$ cat config.mk
export PLATFORM = sky130hd
export DESIGN_NAME = rx_addr_filter
export DESIGN_NICKNAME = d
export VERILOG_FILES = /design/src/rtl/rx_filt_pkg.sv /design/src/rtl/rx_filt_crc.sv /design/src/rtl/rx_filt_match.sv /design/src/rtl/rx_filt_decide.sv /design/src/rtl/rx_addr_filter.sv
export SDC_FILE = /design/constraint.sdc
export NUM_CORES = 1
export LEC_CHECK = 0
export BUFFER_PORTS_ARGS = -buffer_cell sky130_fd_sc_hd__buf_2
export CAP_MARGIN = 20
export CORE_MARGIN = 2
export CORE_UTILIZATION = 55
export DETAILED_ROUTE_END_ITERATION = 8
export PLACE_DENSITY = 0.86
export SYNTH_ARGS = -nofsm -noshare
export SYNTH_HDL_FRONTEND = slang
export SYNTH_SLANG_ARGS = --single-unit
$ cat constraint.sdc
create_clock -name clk_i -period 8.65 [get_ports clk_i]
set_input_delay 1.2975 -clock clk_i [delete_from_list [all_inputs] [get_ports clk_i]]
set_output_delay 1.2975 -clock clk_i [all_outputs]
set_load 0.05 [all_outputs]
$ cat src/rtl/rx_filt_pkg.sv
package rx_filt_pkg;
  localparam logic [31:0] CRC_POLY = 32'hEDB88320;
  localparam logic [31:0] CRC_INIT = 32'hFFFFFFFF;

  typedef struct packed {
    logic promisc;
    logic pass_all;
    logic mcast_all;
    logic inverse;
    logic bcast_rej;
  } filt_mode_t;

  // one byte into the reflected CRC register, LSB first
  function automatic logic [31:0] crc_step(input logic [31:0] c, input logic [7:0] d);
    logic [31:0] r;
    r = c;
    for (int i = 0; i < 8; i++) begin
      if (r[0] ^ d[i]) r = (r >> 1) ^ CRC_POLY;
      else             r = r >> 1;
    end
    return r;
  endfunction
endpackage

$ cat src/rtl/rx_filt_crc.sv
module rx_filt_crc
  import rx_filt_pkg::*;
#(
  parameter int HASH_W = 6
) (
  input  logic              clk_i,
  input  logic              rst_ni,
  input  logic              take_i,
  input  logic              first_i,
  input  logic [7:0]        byte_i,
  output logic [HASH_W-1:0] idx_o
);
  logic [31:0] crc_q, crc_d;

  always_comb begin
    crc_d = crc_step(first_i ? CRC_INIT : crc_q, byte_i);
    idx_o = crc_d[31 -: HASH_W];
  end

  always_ff @(posedge clk_i or negedge rst_ni)
    if (!rst_ni)     crc_q <= CRC_INIT;
    else if (take_i) crc_q <= crc_d;
endmodule

$ cat src/rtl/rx_filt_match.sv
module rx_filt_match #(
  parameter int ADDR_BYTES = 6,
  parameter int IDX_W      = 3
) (
  input  logic                    clk_i,
  input  logic                    rst_ni,
  input  logic                    take_i,
  input  logic                    first_i,
  input  logic [IDX_W-1:0]        idx_i,
  input  logic [7:0]              byte_i,
  input  logic [8*ADDR_BYTES-1:0] perf_addr_i,
  output logic                    eq_o,
  output logic                    ones_o,
  output logic                    group_o
);
  logic       eq_q, ones_q, group_q;
  logic [7:0] ref_byte;

  always_comb begin
    ref_byte = '0;
    for (int k = 0; k < ADDR_BYTES; k++)
      if (idx_i == IDX_W'(k)) ref_byte = perf_addr_i[8*k +: 8];
  end

  // flags include the current byte
  assign eq_o    = (first_i | eq_q) & (byte_i == ref_byte);
  assign ones_o  = (first_i | ones_q) & (&byte_i);
  assign group_o = first_i ? byte_i[0] : group_q;

  always_ff @(posedge clk_i or negedge rst_ni)
    if (!rst_ni) begin
      eq_q    <= 1'b0;
      ones_q  <= 1'b0;
      group_q <= 1'b0;
    end else if (take_i) begin
      eq_q    <= eq_o;
      ones_q  <= ones_o;
      group_q <= group_o;
    end
endmodule

$ cat src/rtl/rx_filt_decide.sv
module rx_filt_decide
  import rx_filt_pkg::*;
#(
  parameter int HASH_W = 6
) (
  input  logic                 eq_i,
  input  logic                 ones_i,
  input  logic                 group_i,
  input  logic [HASH_W-1:0]    hash_idx_i,
  input  logic [2**HASH_W-1:0] hash_tbl_i,
  input  filt_mode_t           mode_i,
  output logic                 pass_o,
  output logic                 accept_o
);
  always_comb begin
    if (ones_i)       pass_o = ~mode_i.bcast_rej;
    else if (group_i) pass_o = mode_i.mcast_all | hash_tbl_i[hash_idx_i];
    else              pass_o = mode_i.inverse ^ eq_i;
    accept_o = mode_i.promisc | mode_i.pass_all | pass_o;
  end
endmodule

$ cat src/rtl/rx_addr_filter.sv
module rx_addr_filter
  import rx_filt_pkg::*;
#(
  parameter int ADDR_BYTES = 6,
  parameter int HASH_W     = 6
) (
  input  logic                    clk_i,
  input  logic                    rst_ni,
  input  logic                    byte_valid_i,
  input  logic                    sof_i,
  input  logic [7:0]              byte_i,
  input  logic [8*ADDR_BYTES-1:0] perf_addr_i,
  input  logic [2**HASH_W-1:0]    hash_tbl_i,
  input  logic                    promisc_i,
  input  logic                    pass_all_i,
  input  logic                    mcast_all_i,
  input  logic                    inverse_i,
  input  logic                    bcast_rej_i,
  output logic                    valid_o,
  output logic                    accept_o,
  output logic                    filt_fail_o
);
  localparam int CNT_W = $clog2(ADDR_BYTES + 1);

  logic [CNT_W-1:0]  cnt_q, idx;
  logic              take, first, last;
  logic [HASH_W-1:0] hash_idx;
  logic              eq, ones, group, pass, acc;
  filt_mode_t        mode;

  assign mode  = '{promisc: promisc_i, pass_all: pass_all_i, mcast_all: mcast_all_i,
                   inverse: inverse_i, bcast_rej: bcast_rej_i};
  assign first = sof_i;
  assign idx   = sof_i ? '0 : cnt_q;
  assign take  = byte_valid_i & (sof_i | (cnt_q != '0 && cnt_q < CNT_W'(ADDR_BYTES)));
  assign last  = take & (idx == CNT_W'(ADDR_BYTES - 1));

  rx_filt_crc #(.HASH_W(HASH_W)) u_crc (
    .clk_i, .rst_ni, .take_i(take), .first_i(first), .byte_i, .idx_o(hash_idx)
  );

  rx_filt_match #(.ADDR_BYTES(ADDR_BYTES), .IDX_W(CNT_W)) u_match (
    .clk_i, .rst_ni, .take_i(take), .first_i(first), .idx_i(idx), .byte_i,
    .perf_addr_i, .eq_o(eq), .ones_o(ones), .group_o(group)
  );

  rx_filt_decide #(.HASH_W(HASH_W)) u_decide (
    .eq_i(eq), .ones_i(ones), .group_i(group), .hash_idx_i(hash_idx),
    .hash_tbl_i, .mode_i(mode), .pass_o(pass), .accept_o(acc)
  );

  always_ff @(posedge clk_i or negedge rst_ni)
    if (!rst_ni) cnt_q <= '0;
    else if (take) cnt_q <= idx + 1'b1;

  always_ff @(posedge clk_i or negedge rst_ni)
    if (!rst_ni) begin
      valid_o     <= 1'b0;
      accept_o    <= 1'b0;
      filt_fail_o <= 1'b0;
    end else if (last) begin
      valid_o     <= 1'b1;
      accept_o    <= acc;
      filt_fail_o <= ~pass;
    end else if (take && first) begin
      valid_o <= 1'b0;
    end

  assert_valid_after_last_R1: assert property (@(posedge clk_i) disable iff (!rst_ni)
    last |=> valid_o);
  assert_sof_clears_R1: assert property (@(posedge clk_i) disable iff (!rst_ni)
    (byte_valid_i && sof_i && ADDR_BYTES > 1) |=> !valid_o);
  assert_hold_verdict_R1: assert property (@(posedge clk_i) disable iff (!rst_ni)
    (valid_o && !(byte_valid_i && sof_i)) |=>
      (valid_o && $stable(accept_o) && $stable(filt_fail_o)));
  assert_promisc_accepts_R7: assert property (@(posedge clk_i) disable iff (!rst_ni)
    (last && promisc_i) |=> accept_o);
  assert_pass_all_accepts_R8: assert property (@(posedge clk_i) disable iff (!rst_ni)
    (last && pass_all_i) |=> accept_o);
  assert_reject_implies_fail_R8: assert property (@(posedge clk_i) disable iff (!rst_ni)
    (valid_o && !accept_o) |-> filt_fail_o);
  assert_stray_ignored_R9: assert property (@(posedge clk_i) disable iff (!rst_ni)
    (byte_valid_i && !sof_i && cnt_q == '0) |=> $stable(cnt_q) && $stable(valid_o));
endmodule

# [Word level (Yosys, flattened, before mapping)]
# Index checks and enable logic that the tools add are counted.
[word_totals] ff_bits=41 input_bits=129
[classes] addsub=1 n_lt_le_gt_ge=2 n_eq_ne=6 mux=23 bitwise=29 n_reduce_logical=6
[op_table] op="32-bit two-way mux" count=9
[op_table] op="13-bit NOT with 14-bit output" count=8
[op_table] op="8-bit two-way mux" count=6
[op_table] op="1-bit bitwise XOR" count=9
[op_table] op="8-bit == test" count=1
[op_table] op="8-bit AND reduction" count=1
[op_table] op="6-bit by 7-bit less-than comparator with 1-bit output, second input constant" count=1
[op_table] op="1-bit binary-select mux with 6-bit select" count=1
[op_table] op="3-bit by 2-bit == test with 1-bit output, second input constant" count=2
[op_table] op="3-bit == test, second input constant" count=2
[op_table] op="1-bit two-way mux" count=6
[op_table] op="1-bit OR" count=6
[op_table] op="1-bit AND" count=4
[op_table] op="3-bit by 1-bit adder with 3-bit output, second input constant" count=1
[op_table] op="3-bit by 1-bit == test with 1-bit output, second input constant" count=1
[op_table] op="3-bit logical NOT" count=1
[op_table] op="3-bit less-than comparator, second input constant" count=1
[op_table] op="3-bit two-way mux" count=1
[op_table] op="3-bit nonzero test" count=1
[op_table] op="1-bit logical AND" count=2
[op_table] op="1-bit NOT" count=2
[op_table] op="2-bit nonzero test" count=1

# [Logic depth before layout (Yosys ltp)]
[logic_depth] ltp_word=23 depth_mapped=18 mapped_depth_nobuf=13

# [Cells and area by module]
# A second synthesis with hierarchy kept.
[hier_totals] hier_cells=418 area_unflattened_um2=4175.3
[modules_own_cells] module="rx_filt_crc" instances=1 cells_per_inst=207 area_per_inst_um2=2270.9 seq_area_each_um2=840.8
[modules_own_cells] module="rx_filt_match" instances=1 cells_per_inst=105 area_per_inst_um2=835.8 seq_area_each_um2=75.1
[modules_own_cells] module="rx_filt_decide" instances=1 cells_per_inst=66 area_per_inst_um2=681.9 seq_area_each_um2=0.0
[modules_own_cells] module="rx_addr_filter" instances=1 cells_per_inst=40 area_per_inst_um2=386.6 seq_area_each_um2=150.1

# [Worst setup path before layout]
# OpenSTA, ideal clock, no wires.
[synth_path] path_type="in2reg" startpoint="input port sof_i" endpoint="register accept_o" setup_time_ns=0.126 t_arrival_ns=5.055 path_slack_ns=3.469 cell_stages=17 n_path_buf=5 cell_sequence="buf_4 buf_1 buf_1 clkbuf_1 nand2b_1 ha_1 clkbuf_1 o21ba_2 o21bai_1 nand3b_1 a31oi_1 xor2_1 a2111oi_0 nand4_1 o211a_1 a21o_1 o32a_1"
[synth_via] elab_chain_cells=20 word_cells_on_any_way=53 cone_classes="eq/ne: 6; mux: 21; bitwise: 25; reduce/logical: 1"
[synth_lines] item="start, declared" line_no="rx_addr_filter.sv:10" rtl="input logic sof_i,"
[synth_lines] item="32-bit two-way mux" line_no="rx_filt_crc.sv:16" rtl="crc_d = crc_step(first_i ? CRC_INIT : crc_q, byte_i);"
[synth_lines] item="32-bit two-way mux (2 in series)" line_no="rx_filt_pkg.sv:18" rtl="if (r[0] ^ d[i]) r = (r >> 1) ^ CRC_POLY;"
[synth_lines] item="1-bit bitwise XOR" line_no="rx_filt_pkg.sv:18"
[synth_lines] item="32-bit two-way mux" line_no="rx_filt_pkg.sv:18"
[synth_lines] item="13-bit NOT with 14-bit output (no source line)"
[synth_lines] item="32-bit two-way mux" line_no="rx_filt_pkg.sv:18"
[synth_lines] item="13-bit NOT with 14-bit output (no source line)"
[synth_lines] item="32-bit two-way mux (2 in series)" line_no="rx_filt_pkg.sv:18"
[synth_lines] item="(+2 left out)"
[synth_lines] item="13-bit NOT with 14-bit output (no source line)"
[synth_lines] item="32-bit two-way mux" line_no="rx_filt_pkg.sv:18"
[synth_lines] item="1-bit binary-select mux with 6-bit select" line_no="rx_filt_decide.sv:17" rtl="else if (group_i) pass_o = mode_i.mcast_all | hash_tbl_i[hash_idx_i];"
[synth_lines] item="1-bit two-way mux (not written as such)" line_no="rx_filt_decide.sv:17"
[synth_lines] item="1-bit OR" line_no="rx_filt_decide.sv:17"
[synth_lines] item="1-bit two-way mux" line_no="rx_filt_decide.sv:17"
[synth_lines] item="1-bit two-way mux" line_no="rx_filt_decide.sv:16" rtl="if (ones_i) pass_o = ~mode_i.bcast_rej;"
[synth_lines] item="1-bit OR" line_no="rx_filt_decide.sv:19" rtl="accept_o = mode_i.promisc | mode_i.pass_all | pass_o;"
[synth_lines] item="end signal, assigned" line_no="rx_addr_filter.sv:59" rtl="accept_o <= 1'b0;"
[synth_lines] item="end signal, assigned" line_no="rx_addr_filter.sv:63" rtl="accept_o <= acc;"
[synth_lines] item="end, declared" line_no="rx_addr_filter.sv:20" rtl="output logic accept_o,"
# Several ways; a longest one is shown, not always the timed one. The select of a mux whose other input is x is not followed.
# A chain may end at the register's enable or synchronous reset.

# [Worst setup path in the final report]
# Same ends and word-level chain as after synthesis.

==> impl_metrics.tcl <==
set metrics [dict create \
    die_w_um 89.0 \
    critPathTopFamily "XOR/XNOR gates" \
    powerDensity_nw_per_um2 402 \
    synth_top_cell_by_area "dfstp_2" \
    multi_input_area_um2 2740 \
    max_stage_delay_ps 910 \
    crit_fanout 46 \
    wl_per_cell_um 16.6 \
    drive_gt1_frac 0.363 \
    first_pass_iters 4 \
    power_leakage_nw 2.08 \
    diodes 0 \
    yosysTopAreaCellShare 0.212 \
    syn_area_um2 3980 \
    hpwl_mm 8.34 \
    post_cts_buffers 0 \
    synth_cell_types 56 \
    ioPinCount 132 \
    register_area_um2 1070 \
    clk_pin_slew_ps 80 \
    cts_buffer_depth 2 \
    cts_tree "built" \
    end_kind "flop" \
    synthMuxAreaShare 0.135 \
    ys_async_sr_fraction 1.00 \
    grt_overflow 0 \
    dr_total_vias 3719 \
    fin_crit_ps 5660 \
    worst_pin_slew_ps 975 \
    htreeDepth 2 \
    netlist_instances 437 \
    syn_nets 569 \
    viasPerCell 5.75 \
    yosysWarnings 0 \
    critPathLaunchType "primary input" \
    critPathKind "in -> reg" \
    synth-main-ff-cell "dfstp_2" \
    insertion_delay_ps 300 \
    root_buffer "clkbuf_8" \
    finalMaxSlewViolations 0 \
    grt_first_pass_wirelength_mm 18.0 \
    ys_top_cells_by_count "61 x xnor2_1, 51 x nor2_1, 45 x nand2_1" \
    maxSlewHeadroom 0.350 \
    first_iter_violations 253 \
    worstHoldPathType "reg -> reg" \
    cts_buffers 5 \
    routed_wl_mm 10.7 \
    postRouteAntennaNets 0 \
    synth-simple-area-share 0.160 \
    gp_congestion 0.928 \
    drcViolationCount 0 \
    cts_sinks 41 \
    setup-tns-final_ps 0 \
    crit_chain "buf_2 > nor2_4 > xnor2_1 > xnor3_1 > xnor3_1 > mux4_1 > mux2_2 > a32o_1 > or4_1 > a21o_1 > o32a_1" \
    synth_enable_flop_cells 0 \
    dieHeight_um 89.0 \
    cts.repair.resized 0 \
    core-area_um2 6910 \
    grt_pass1_vias 3730 \
    fin_skew_ps 8.36 \
    antenna_found_initial 0 \
    required_ps 8840 \
    synth_area_leaders "dfstp_2 21%, xnor2_1 13%, xor2_1 5.9%, dfrtp_1 5.7%, o21ai_0 4.9%" \
    setup_violations 0 \
    yosysMostFrequentCell "xnor2_1" \
    hold_viol 0 \
    cpMaxStageDelayCell "xnor3_1" \
    port-buffer-count 131 \
    num_rows 30 \
    critical_path_buf_inv_count 1 \
    p_total_mw 1.90 \
    ir_drop_mv 0.332 \
    start_util 0.576 \
    maxCapViolations 0 \
    synth-adder-area-share 0.00944 \
    grt_max_degree 73 \
    cts_hold_buffers 0 \
    synth-seq-cells 41 \
    fmax_mhz 177 \
    synth_top_family_by_area "XOR/XNOR gates" \
    die_area_um2 7920 \
    fin_crit_sh 0.654 \
    rsz0062_at_grt "false" \
    ys_seq_area_frac 0.268 \
    syn_avg_cell_area_um2 9.10 \
    worstPathArrival_ps 5840 \
    synthToLayoutAreaGrowth_pct 19.2 \
    finalNetCount 682 \
    crit_top_cell "xnor3_1" \
    synth_xor_area_frac 0.248 \
    status "complete, no violations" \
    synth_compound_area_frac 0.134 \
    grt_usage 0.295 \
    n_fill_cell 550 \
]
==> state kept, by name, indices dropped and copies added (netlist names) <==
| name | cells |
|---|---|
| cnt_q | 3 |
| u_match.ones_q | 1 |
| u_crc.crc_q | 32 |
| u_match.eq_q | 1 |
| accept_o | 1 |
| filt_fail_o | 1 |
| valid_o | 1 |
| u_match.group_q | 1 |
==> through the flow <==
stage	hold slack, ps	utilization	setup slack, ps	std cells	instance area [um2]
global placement	458	0.674	2810	639	4650
CTS	483	0.686	3000	647	4740
detailed placement	465	0.674	2680	639	4650
global route	501	0.686	2710	647	4740
finish	482	0.686	2990	647	4740
floorplan	451	-	3470	437	3980
==> path summary, 6_finish.rpt <==
kind                       slack, ps  cells past startpoint              end            start
max                             2990                     11         accept_o            sof_i
min                              480                      2  u_crc.crc_q[16]  u_crc.crc_q[16]
max reg2reg                     4160                     10         accept_o   u_crc.crc_q[2]
min reg2reg                      480                      2  u_crc.crc_q[16]  u_crc.crc_q[16]
max in group asynchronous       6960                      1         cnt_q[0]           rst_ni
min in group asynchronous       1140                      1   u_match.ones_q           rst_ni
==> worst min-delay path, stage by stage, from the launching register on <==
cell and delay, ps:
dfstp_2 370, nand2_1 40, o21ai_0 70
==> cell usage in the layout, fill, tap and decap left out, types with 3 or more instances in the layout <==
master,n
buf_2,131
xnor2_1,61
nor2_1,51
nand2_1,45
o21ai_0,39
dfstp_2,32
xor2_1,27
inv_1,13
mux2i_1,12
nor3_1,9
dfrtp_1,9
a21oi_1,8
mux4_2,8
mux2_2,7
a221oi_1,7
a31oi_1,7
mux4_1,6
and2_1,5
clkbuf_8,5
nor2b_1,4
xnor3_1,4
and3_1,4
nand2b_1,3
nand4_1,3
ha_1,3
buf_4,3
==> layout make-up <==
class / count / share of cell area
Clock buffer: 5 / 0.0145
Clock inverter: 3 / 0.00343
Inverter: 13 / 0.0103
Multi-Input combinational cell: 355 / 0.578
Sequential cell: 41 / 0.225
Tap cell: 96 / 0.0254
Timing Repair Buffer: 134 / 0.143
==> power by group <==
part | total, mW | switching, mW | internal (mW)
Clock | 0.126 | 0.0696 | 0.0560
Combinational | 1.36 | 0.680 | 0.678
Sequential | 0.420 | 0.0810 | 0.339
==> metal layers <==
metal | share of wire | vias to the layer above | GRT usage | wire length (um)
met5 | 0 | - | 0 | 0
met4 | 0.024 | 0 | 0.0950 | 253
met3 | 0.063 | 27 | 0.0416 | 672
met2 | 0.52 | 166 | 0.516 | 5530
met1 | 0.40 | 1781 | 0.378 | 4270
li1 | - | 1745 | - | -
==> cell families after synthesis <==
kind of cell | Yosys count
DFF | 41
and+or+nand+nor | 138
adders and majority gates | 3
muxes | 33
AOI/OAI and AO/OA | 84
buffers and inverters | 41
xor gates and xnor gates | 97
(Power assumes the default switching activity.)
